`config.mk`:
```
export PLATFORM = sky130hd
export DESIGN_NAME = spi_master_dbuf
export DESIGN_NICKNAME = d
export VERILOG_FILES = /design/src/rtl/spi_master_dbuf.sv
export SDC_FILE = /design/constraint.sdc
export NUM_CORES = 1
export LEC_CHECK = 0
export BUFFER_PORTS_ARGS = -buffer_cell sky130_fd_sc_hd__buf_4
export CAP_MARGIN = 20
export CORE_ASPECT_RATIO = 1.75
export CORE_MARGIN = 2
export CORE_UTILIZATION = 58
export DETAILED_ROUTE_END_ITERATION = 6
export GPL_ROUTABILITY_DRIVEN = 0
export PLACE_DENSITY_LB_ADDON = 0.15
export SETUP_SLACK_MARGIN = 0.4
export SLEW_MARGIN = 25
export SYNTH_ARGS = -nofsm -noshare
export SYNTH_HDL_FRONTEND = slang
export SYNTH_SLANG_ARGS = --single-unit
```
`constraint.sdc`:
```
create_clock -name clk -period 3.2 [get_ports clk]
set_clock_uncertainty 0.05 [all_clocks]
set_input_delay 0.64 -clock clk [delete_from_list [all_inputs] [get_ports clk]]
set_output_delay 0.64 -clock clk [all_outputs]
set_load 0.005 [all_outputs]
```
`src/rtl/spi_master_dbuf.sv`:
```
module spi_master_dbuf #(
  parameter logic [7:0] BASE = 8'hD0
)(
  input  logic       clk,
  input  logic       rst_n,
  input  logic [7:0] addr,
  input  logic       wr_en,
  input  logic       rd_en,
  input  logic [7:0] wdata,
  output logic [7:0] rdata,
  output logic       sclk,
  output logic       mosi,
  input  logic       miso,
  output logic       ss_n,
  output logic       irq
);
  localparam logic [7:0] A_CTRL = BASE;
  localparam logic [7:0] A_IE   = BASE + 8'd1;
  localparam logic [7:0] A_DIV  = BASE + 8'd2;
  localparam logic [7:0] A_STAT = BASE + 8'd3;
  localparam logic [7:0] A_TX   = BASE + 8'd4;
  localparam logic [7:0] A_RX   = BASE + 8'd5;

  logic       en_r;
  logic [2:0] ie_r, div_sel;
  logic [7:0] tx_hold, rx_hold, shreg, cnt, half;
  logic       tx_full, rx_full, ovr, busy, sclk_r, rx_bit;
  logic [2:0] bitcnt;

  wire wr_tx = wr_en && addr == A_TX;
  wire rd_rx = rd_en && addr == A_RX;
  wire tick  = cnt >= half - 8'd1;
  wire rise  = busy && tick && !sclk_r;
  wire fall  = busy && tick && sclk_r;
  wire done  = fall && bitcnt == 3'd7;
  wire start = (!busy || done) && en_r && tx_full;
  wire [7:0] rx_byte = {shreg[6:0], rx_bit};

  always_comb
    case (div_sel)
      3'd0:    half = 8'd1;
      3'd1:    half = 8'd4;
      3'd2:    half = 8'd8;
      3'd3:    half = 8'd16;
      3'd4:    half = 8'd32;
      3'd5:    half = 8'd64;
      default: half = 8'd128;
    endcase

  always_ff @(posedge clk or negedge rst_n)
    if (!rst_n) begin
      en_r <= 1'b0; ie_r <= '0; div_sel <= '0;
    end else if (wr_en) begin
      if (addr == A_CTRL) en_r    <= wdata[0];
      if (addr == A_IE)   ie_r    <= wdata[2:0];
      if (addr == A_DIV)  div_sel <= wdata[2:0];
    end

  always_ff @(posedge clk or negedge rst_n)
    if (!rst_n) begin
      busy <= 1'b0; cnt <= '0; sclk_r <= 1'b0;
      bitcnt <= '0; shreg <= '0; rx_bit <= 1'b0;
    end else if (start) begin
      busy <= 1'b1; cnt <= '0; sclk_r <= 1'b0;
      bitcnt <= '0; shreg <= tx_hold;
    end else if (done) begin
      busy <= 1'b0; cnt <= '0; sclk_r <= 1'b0;
    end else if (busy) begin
      if (tick) begin
        cnt    <= '0;
        sclk_r <= ~sclk_r;
        if (rise) rx_bit <= miso;
        if (fall) begin
          shreg  <= rx_byte;
          bitcnt <= bitcnt + 3'd1;
        end
      end else begin
        cnt <= cnt + 8'd1;
      end
    end

  always_ff @(posedge clk or negedge rst_n)
    if (!rst_n) begin
      tx_hold <= '0; tx_full <= 1'b0;
    end else if (wr_tx) begin
      tx_hold <= wdata; tx_full <= 1'b1;
    end else if (start) begin
      tx_full <= 1'b0;
    end

  always_ff @(posedge clk or negedge rst_n)
    if (!rst_n) begin
      rx_hold <= '0; rx_full <= 1'b0; ovr <= 1'b0;
    end else begin
      if (done && rx_full && !rd_rx)
        ovr <= 1'b1;
      else if (wr_en && addr == A_STAT && wdata[2])
        ovr <= 1'b0;
      if (done) begin
        if (!rx_full || rd_rx) begin
          rx_hold <= rx_byte; rx_full <= 1'b1;
        end
      end else if (rd_rx) begin
        rx_full <= 1'b0;
      end
    end

  always_comb
    case (addr)
      A_CTRL:  rdata = {7'd0, en_r};
      A_IE:    rdata = {5'd0, ie_r};
      A_DIV:   rdata = {5'd0, div_sel};
      A_STAT:  rdata = {4'd0, busy, ovr, rx_full, tx_full};
      A_RX:    rdata = rx_hold;
      default: rdata = 8'd0;
    endcase

  assign sclk = sclk_r;
  assign mosi = busy & shreg[7];
  assign ss_n = ~busy;
  assign irq  = (ie_r[0] & ~tx_full) | (ie_r[1] & rx_full) | (ie_r[2] & ovr);

  AST_IDLE_CLK_LOW:  assert property (@(posedge clk) disable iff (!rst_n) ss_n |-> !sclk);
  AST_MOSI_HOLD:     assert property (@(posedge clk) disable iff (!rst_n) sclk |-> $stable(mosi));
  AST_TX_WRITE_FULL: assert property (@(posedge clk) disable iff (!rst_n) wr_tx |=> tx_full);
  AST_RX_READ_CLEAR: assert property (@(posedge clk) disable iff (!rst_n) (rd_rx && !done) |=> !rx_full);
  AST_OVR_KEEP:      assert property (@(posedge clk) disable iff (!rst_n) (done && rx_full && !rd_rx) |=> (ovr && $stable(rx_hold)));
  AST_IRQ_MASKED:    assert property (@(posedge clk) disable iff (!rst_n) (ie_r == 3'b000) |-> !irq);
  AST_NO_GAP:        assert property (@(posedge clk) disable iff (!rst_n) (done && tx_full && en_r) |=> (!ss_n && !sclk));
  AST_HELD_WHEN_OFF: assert property (@(posedge clk) disable iff (!rst_n) (!en_r && ss_n) |=> ss_n);
endmodule

```
==> results.toml, run 1 <==
[routing]
wl_per_cell_um = 17.78
route.final.wire_length_mm = 6.275
detail-route-antenna-nets = 0
first_iteration_detailed_routing_drc_count = 62
via_count = 2224
post-route-drc-count = 0
avgViaCountPerCell = 6.300
drt_first_pass_iters = 4

[job]
max_cap_viol_count = 0

[global_route]
global_route.usage.total_pct = 25.91
grt_pass1_wl_mm = 10.45
grt_max_degree = 49
grt_overflow = 0
antenna_violations_before_repair = 0
via_count_of_the_first_global_routing_pass = 2160

[critical_path]
crit_end = "rx_hold[0]$_DFFE_PN0P_"
critPathCaptureType = "flop"
critical_path_class = "reg2reg"
setup.worst_path.start = "div_sel[2]$_DFFE_PN0P_"
critPathLaunchType = "flop"
timing.critical_path.arrival_ns = 2.82
setup.reg_to_reg.worst_slack_ns = 0.52
r2r_cells = 7
crit_required_ns = 3.34
rr_startpoint = "div_sel[2]$_DFFE_PN0P_"
crit_path_max_fanout = 8
rr_endpoint = "rx_hold[0]$_DFFE_PN0P_"

[cells_and_area]
final_core_utilization_pct = 70.06
area_delta_synth_final_pct = 15.34
final-seq-area_um2 = 1201
fillerInstances = 358
multi_input_comb_area_um2 = 1328
nNetsFinal = 332
diodes = 0
final_layout_size_suffix_gt1_share_pct = 23.84

[placement]
numPortBuffers = 32
post-dp-hpwl_mm = 4.572

[clock_network]
clkTransAtPathRegs_ns = 0.08
clock_tree.htree_level_count = 2
cts_buffer_depth = 2
cts_post_setup_buffers_inserted = 0
worstSkewPairLatency_ns = 0.31
clock_tree.root_cell = "sky130_fd_sc_hd__clkbuf_8"
cts_made_buffers = 5
tritoncts_clock_tree = "built"
cts.sink_count = 48

[power]
max-vdd-ir-drop_mv = 0.4902
power.density_nw_per_um2 = 647.8
design_power_total_uw = 1999
power_leakage_uw = 0.001471

[synthesis]
netlist_instances = 269
avgSynthCellArea_um2 = 9.944
syn-num-nets = 300
yosysTopAreaCellShare_pct = 44.90
netlist_top_cells_area = "sky130_fd_sc_hd__dfrtp_1 (45%), sky130_fd_sc_hd__ha_1 (4.7%), sky130_fd_sc_hd__mux2_4 (4.5%)"
yosysSeqAreaShare_pct = 44.90
synth_enable_flop_cells = 0
ys_types = 48
synth_ff_type = "sky130_fd_sc_hd__dfrtp_1"
asyncSetResetFlopFracSynth_pct = 100.0
syn-cell-area_um2 = 2675
ys.warnings.count = 0
post_synth_top_area_cell = "sky130_fd_sc_hd__dfrtp_1"
yosys_register_bits = 48

[sta]
worst-slew-pin-transition_ns = 0.6110
ratio_of_final_minimum_period_to_clock_period_pct = 83.66
finalMaxSlewViolations = 0
fin_crit_ns = 2.677
hold_viol_final = 0
setup_viol = 0
rsz0062_at_grt = "false"
worst_slew_margin_rel_pct = 59.26
finalSetupTns_ns = 0
max_clock_freq_mhz = 373.5

[floorplanning]
fp.dieArea_um2 = 5193
effective_utilization_at_floorplan_pct = 60.74
io-pin-count = 33
die_h_um = 93.84
floorplan.die.width_um = 55.34
coreArea_um2 = 4404
number_of_placement_rows = 32

[worst_hold_path]
worst_hold_path_type = "in2async"

[status]
status = "finished, final reports clean"
-- state kept, by name (all words and copies together) (netlist names), 3 cells and up --
name and count:
cnt 8, rx_hold 8, shreg 8, tx_hold 8
bitcnt 3, div_sel 3, ie_r 3
-- cell usage after synthesis (all sizes together) (2+ instances only) --
| master | count |
|---|---|
| nor2b | 3 |
| mux2i | 2 |
| nand3 | 8 |
| nor3 | 3 |
| and3 | 8 |
| o221ai | 7 |
| nand4b | 2 |
| a31oi | 12 |
| nand2 | 27 |
| dfrtp | 48 |
| nor2 | 10 |
| mux2 | 18 |
| inv | 25 |
| and2 | 4 |
| a211o | 2 |
| ha | 10 |
| a21oi | 14 |
| nor4 | 2 |
| o32ai | 3 |
| o21ai | 14 |
| clkbuf | 8 |
| buf | 4 |
| a211oi | 2 |
| o211ai | 11 |
| or4 | 4 |
| a22oi | 2 |
-- per-stage QoR --
stage	cell area, um2	setup slack (ns)	std cells	hold slack, ns
after floorplan	2675	0.7214	269	0.2944
after global placement	2958	0.5585	345	0.4428
after detailed placement	2958	0.5068	345	0.4329
after CTS	3079	0.5275	353	0.3068
after global routing	3085	0.4089	353	0.3326
final	3085	0.5229	353	0.2882
-- worst min-delay path by stage --
stage                                 startpoint                endpoint  slack [ns]  cells after the start
after floorplan                            rst_n   bitcnt[0]$_DFFE_PN0P_        0.29                      0
after global placement    rx_hold[4]$_DFFE_PN0P_  rx_hold[4]$_DFFE_PN0P_        0.44                      1
after detailed placement  rx_hold[4]$_DFFE_PN0P_  rx_hold[4]$_DFFE_PN0P_        0.43                      1
after CTS                                  rst_n      cnt[4]$_DFFE_PN0P_        0.31                      1
after global routing                       rst_n   bitcnt[2]$_DFFE_PN0P_        0.33                      1
final                                      rst_n      cnt[3]$_DFFE_PN0P_        0.29                      1
-- cells by family after synthesis --
family,synth area share (%)
multiplexers,9.448
adder cells (fa/ha/maj),4.677
AND/OR/NAND/NOR,15.58
AO/OA/AOI/OAI,19.69
flip-flops,44.90
buffers and inverters,5.706
-- layout by cell type (no fill, tap or decap), drive strengths merged, types with 4 or more instances in the layout --
cell and count:
dfrtp 48, buf 37, nand2 27, inv 25, mux2 18, a21oi 14
o21ai 14, a31oi 12, o211ai 11, ha 10, nor2 10, nand3 8
and3 8, o221ai 7, clkbuf 6, and2 4, or4 4
-- area by class of cell --
cell class                      count  share of cell area, %
Tap cell                           51                  2.068
Timing Repair Buffer               37                  9.002
Sequential cell                    48                  38.93
Inverter                           25                  3.041
Clock buffer                        6                  2.676
Clock inverter                      2                  1.257
Multi-Input combinational cell    184                  43.03
-- critical path, cell delays in order (launching register included) --
cell                       delay, ns
sky130_fd_sc_hd__dfrtp_1        0.43
sky130_fd_sc_hd__or3_1          0.41
sky130_fd_sc_hd__ha_1           0.18
sky130_fd_sc_hd__nand2b_1       0.13
sky130_fd_sc_hd__a21oi_1        0.22
sky130_fd_sc_hd__o21ai_1        0.14
sky130_fd_sc_hd__a2111o_1       0.61
sky130_fd_sc_hd__mux2_4         0.38
-- repair_timing --
action / 4_1_cts / 5_1_grt
gates resized for setup: 0 / 2
hold buffers: 0 / 0
endpoints found under the setup margin: 0 / 2
-- layer usage --
layer	GRT usage [%]	share of wire [%]
met1	32.94	40
met2	43.55	53
met3	3.444	4.6
met4	11.99	2.4
met5	0	0
-- report_power, final --
part | switching [uW] | leakage, uW | total (uW) | internal, uW
clock network | 215 | 0.0000614 | 471 | 256
registers | 97.6 | 0.000608 | 820 | 722
logic | 422 | 0.000802 | 708 | 286
No activity file was read; power rests on OpenSTA's default activity.
==> run 2: changes to the inputs <==
Clock period 3.2 ns to 2.6 ns, I/O delays scaled along.
==> run 2 against run 1 <==
Worst setup slack worse by 0.45 ns. Die area unchanged. Combinational power up 88%. Critical endpoint is now rx_hold[7]$_DFFE_PN0P_. Largest power group is now combinational cells.
==> results.toml, run 2 (synthesized netlist as in run 1, its figures left out) <==
[global_route]
groute.layer.met2.usage_pct = 49.21
via_count_of_the_first_global_routing_pass = 2371
use_met3_pct = 3.719
grt_overflow = 0
met1_usage_grt_pct = 33.15
most_crowded_layer_after_global_routing = "met2"
global_route.usage.total_pct = 27.63
antenna_violations_before_repair = 0
grt_pass1_wl_mm = 11.21
grt_max_degree = 49

[critical_path]
ordered_cell_list_for_the_critical_path = "or3_4, ha_4, a31oi_4, nor2b_4, o21ai_2, a2111o_2, mux2_4"
cp_slowest_cell = "sky130_fd_sc_hd__a2111o_2"
critical_path_class = "reg2reg"
rr_startpoint = "div_sel[1]$_DFFE_PN0P_"
max_stage_delay_ns = 0.57
critPathCaptureType = "flop"
setup.reg_to_reg.worst_slack_ns = 0.07
crit_required_ns = 2.74
timing.critical_path.arrival_ns = 2.66
r2r_cells = 7
crit_path_max_fanout = 8
critPathLaunchType = "flop"
rr_endpoint = "rx_hold[7]$_DFFE_PN0P_"

[floorplanning]
coreArea_um2 = 4404
die_h_um = 93.84
floorplan.die.width_um = 55.34
number_of_placement_rows = 32
io-pin-count = 33
effective_utilization_at_floorplan_pct = 60.74
fp.dieArea_um2 = 5193

[routing]
via_count = 2338
drt_first_pass_iters = 4
post-route-drc-count = 0
wl_per_cell_um = 19.56
avgViaCountPerCell = 6.302
first_iteration_detailed_routing_drc_count = 93
route.final.wire_length_mm = 7.256
detail-route-antenna-nets = 0

[power]
power.density_nw_per_um2 = 829.9
design_power_total_uw = 2929
power_leakage_uw = 0.001617
max-vdd-ir-drop_mv = 0.7602

[sta]
worst_slew_margin_rel_pct = 59.29
max_clock_freq_mhz = 395.9
finalMaxSlewViolations = 0
worst-slew-pin-transition_ns = 0.6107
fin_crit_ns = 2.526
rsz0062_at_grt = "true"
hold_viol_final = 0
ratio_of_final_minimum_period_to_clock_period_pct = 97.16
finalWorstSetupSlack_ns = 0.07387
setup_viol = 0

[cells_and_area]
final_cell_area_um2 = 3530
diodes = 0
mostFrequentLayoutCell = "sky130_fd_sc_hd__buf_4"
fillerInstances = 284
nNetsFinal = 350
final_layout_size_suffix_gt1_share_pct = 40.00
post_layout_nonfiller_instances = 371
most_used_cells_in_the_layout_excluding_fill_and_tap_cells = "sky130_fd_sc_hd__buf_4 (51), sky130_fd_sc_hd__dfrtp_1 (48), sky130_fd_sc_hd__nand2_1 (26)"
area_delta_synth_final_pct = 31.95

[clock_network]
worstSkewPairLatency_ns = 0.31
tritoncts_clock_tree = "built"
cts_buffer_depth = 2
cts.sink_count = 48
cts-hold-fix-buffers = 0
clkTransAtPathRegs_ns = 0.10
clock_tree.htree_level_count = 2
clock_tree.root_cell = "sky130_fd_sc_hd__clkbuf_8"
cts_made_buffers = 5

[worst_hold_path]
worst_hold_path_type = "in2async"

[placement]
postPlaceCellArea_um2 = 3018
post-place-cells = 352
numPortBuffers = 32
pre_cts_ws_ns = -0.07937
post-dp-hpwl_mm = 4.658

[job]
max_cap_viol_count = 0

[status]
status = "finished, final reports clean"
run 2: how the worst max path moves through the flow:
stage | start | end | slack [ns] | cells after the start
detailed placement | div_sel[0]$_DFFE_PN0P_ | shreg[5]$_DFFE_PN0P_ | -0.08 | 8
global route | div_sel[1]$_DFFE_PN0P_ | rx_hold[2]$_DFFE_PN0P_ | 0.02 | 9
CTS | div_sel[2]$_DFFE_PN0P_ | rx_hold[7]$_DFFE_PN0P_ | 0.11 | 7
finish | div_sel[1]$_DFFE_PN0P_ | rx_hold[7]$_DFFE_PN0P_ | 0.07 | 7
floorplan | div_sel[1]$_DFFE_PN0P_ | rx_hold[0]$_DFFE_PN0P_ | 0.17 | 8
global placement | div_sel[0]$_DFFE_PN0P_ | rx_hold[2]$_DFFE_PN0P_ | 0.04 | 7
run 2: area by class of cell:
| class | count | area, um2 | area share, % |
|---|---|---|---|
| Sequential cell | 48 | 1201 | 34.03 |
| Multi-Input combinational cell | 184 | 1614 | 45.73 |
| Inverter | 25 | 96.34 | 2.730 |
| Tap cell | 51 | 63.81 | 1.808 |
| Clock inverter | 2 | 38.79 | 1.099 |
| Timing Repair Buffer | 55 | 432.9 | 12.27 |
| Clock buffer | 6 | 82.58 | 2.340 |
run 2: stage by stage:
stage               TNS, ns  utilization, %  hold WS, ns
finish                    0           80.14       0.1523
global route              0           80.14       0.2105
CTS                       0           74.77       0.1839
detailed placement  -0.5222           68.52       0.4384
global placement          0           68.52       0.4478
floorplan                 0               -       0.1744
run 2: report_power, final:
part	switching, uW	total (uW)	internal (uW)
registers	129	1020	889
logic	725	1330	607
clock network	264	579	315
run 2: repair_timing:
action	in CTS	in global routing
endpoints found under the setup margin	31	36
setup buffers	6	4
cloned	0	1
resized for setup	22	40
endpoints found under the hold margin	0	0
pin swaps	8	23
run 2: layer usage:
layer / share of wire, % / wire, um / up-vias
met5: 0 / 0 / -
met4: 3.0 / 219 / 0
met3: 3.1 / 226 / 20
met2: 54 / 3888 / 66
met1: 40 / 2922 / 1162
li1: - / - / 1090
run 2: worst max-delay path, delay by kind of cell (launching register included):
| family | cells | cell delay, ns |
|---|---|---|
| AO/OA/AOI/OAI | 3 | 0.74 |
| adder cells (fa/ha/maj) | 1 | 0.30 |
| flip-flops | 1 | 0.39 |
| multiplexers | 1 | 0.34 |
| AND/OR/NAND/NOR | 2 | 0.58 |
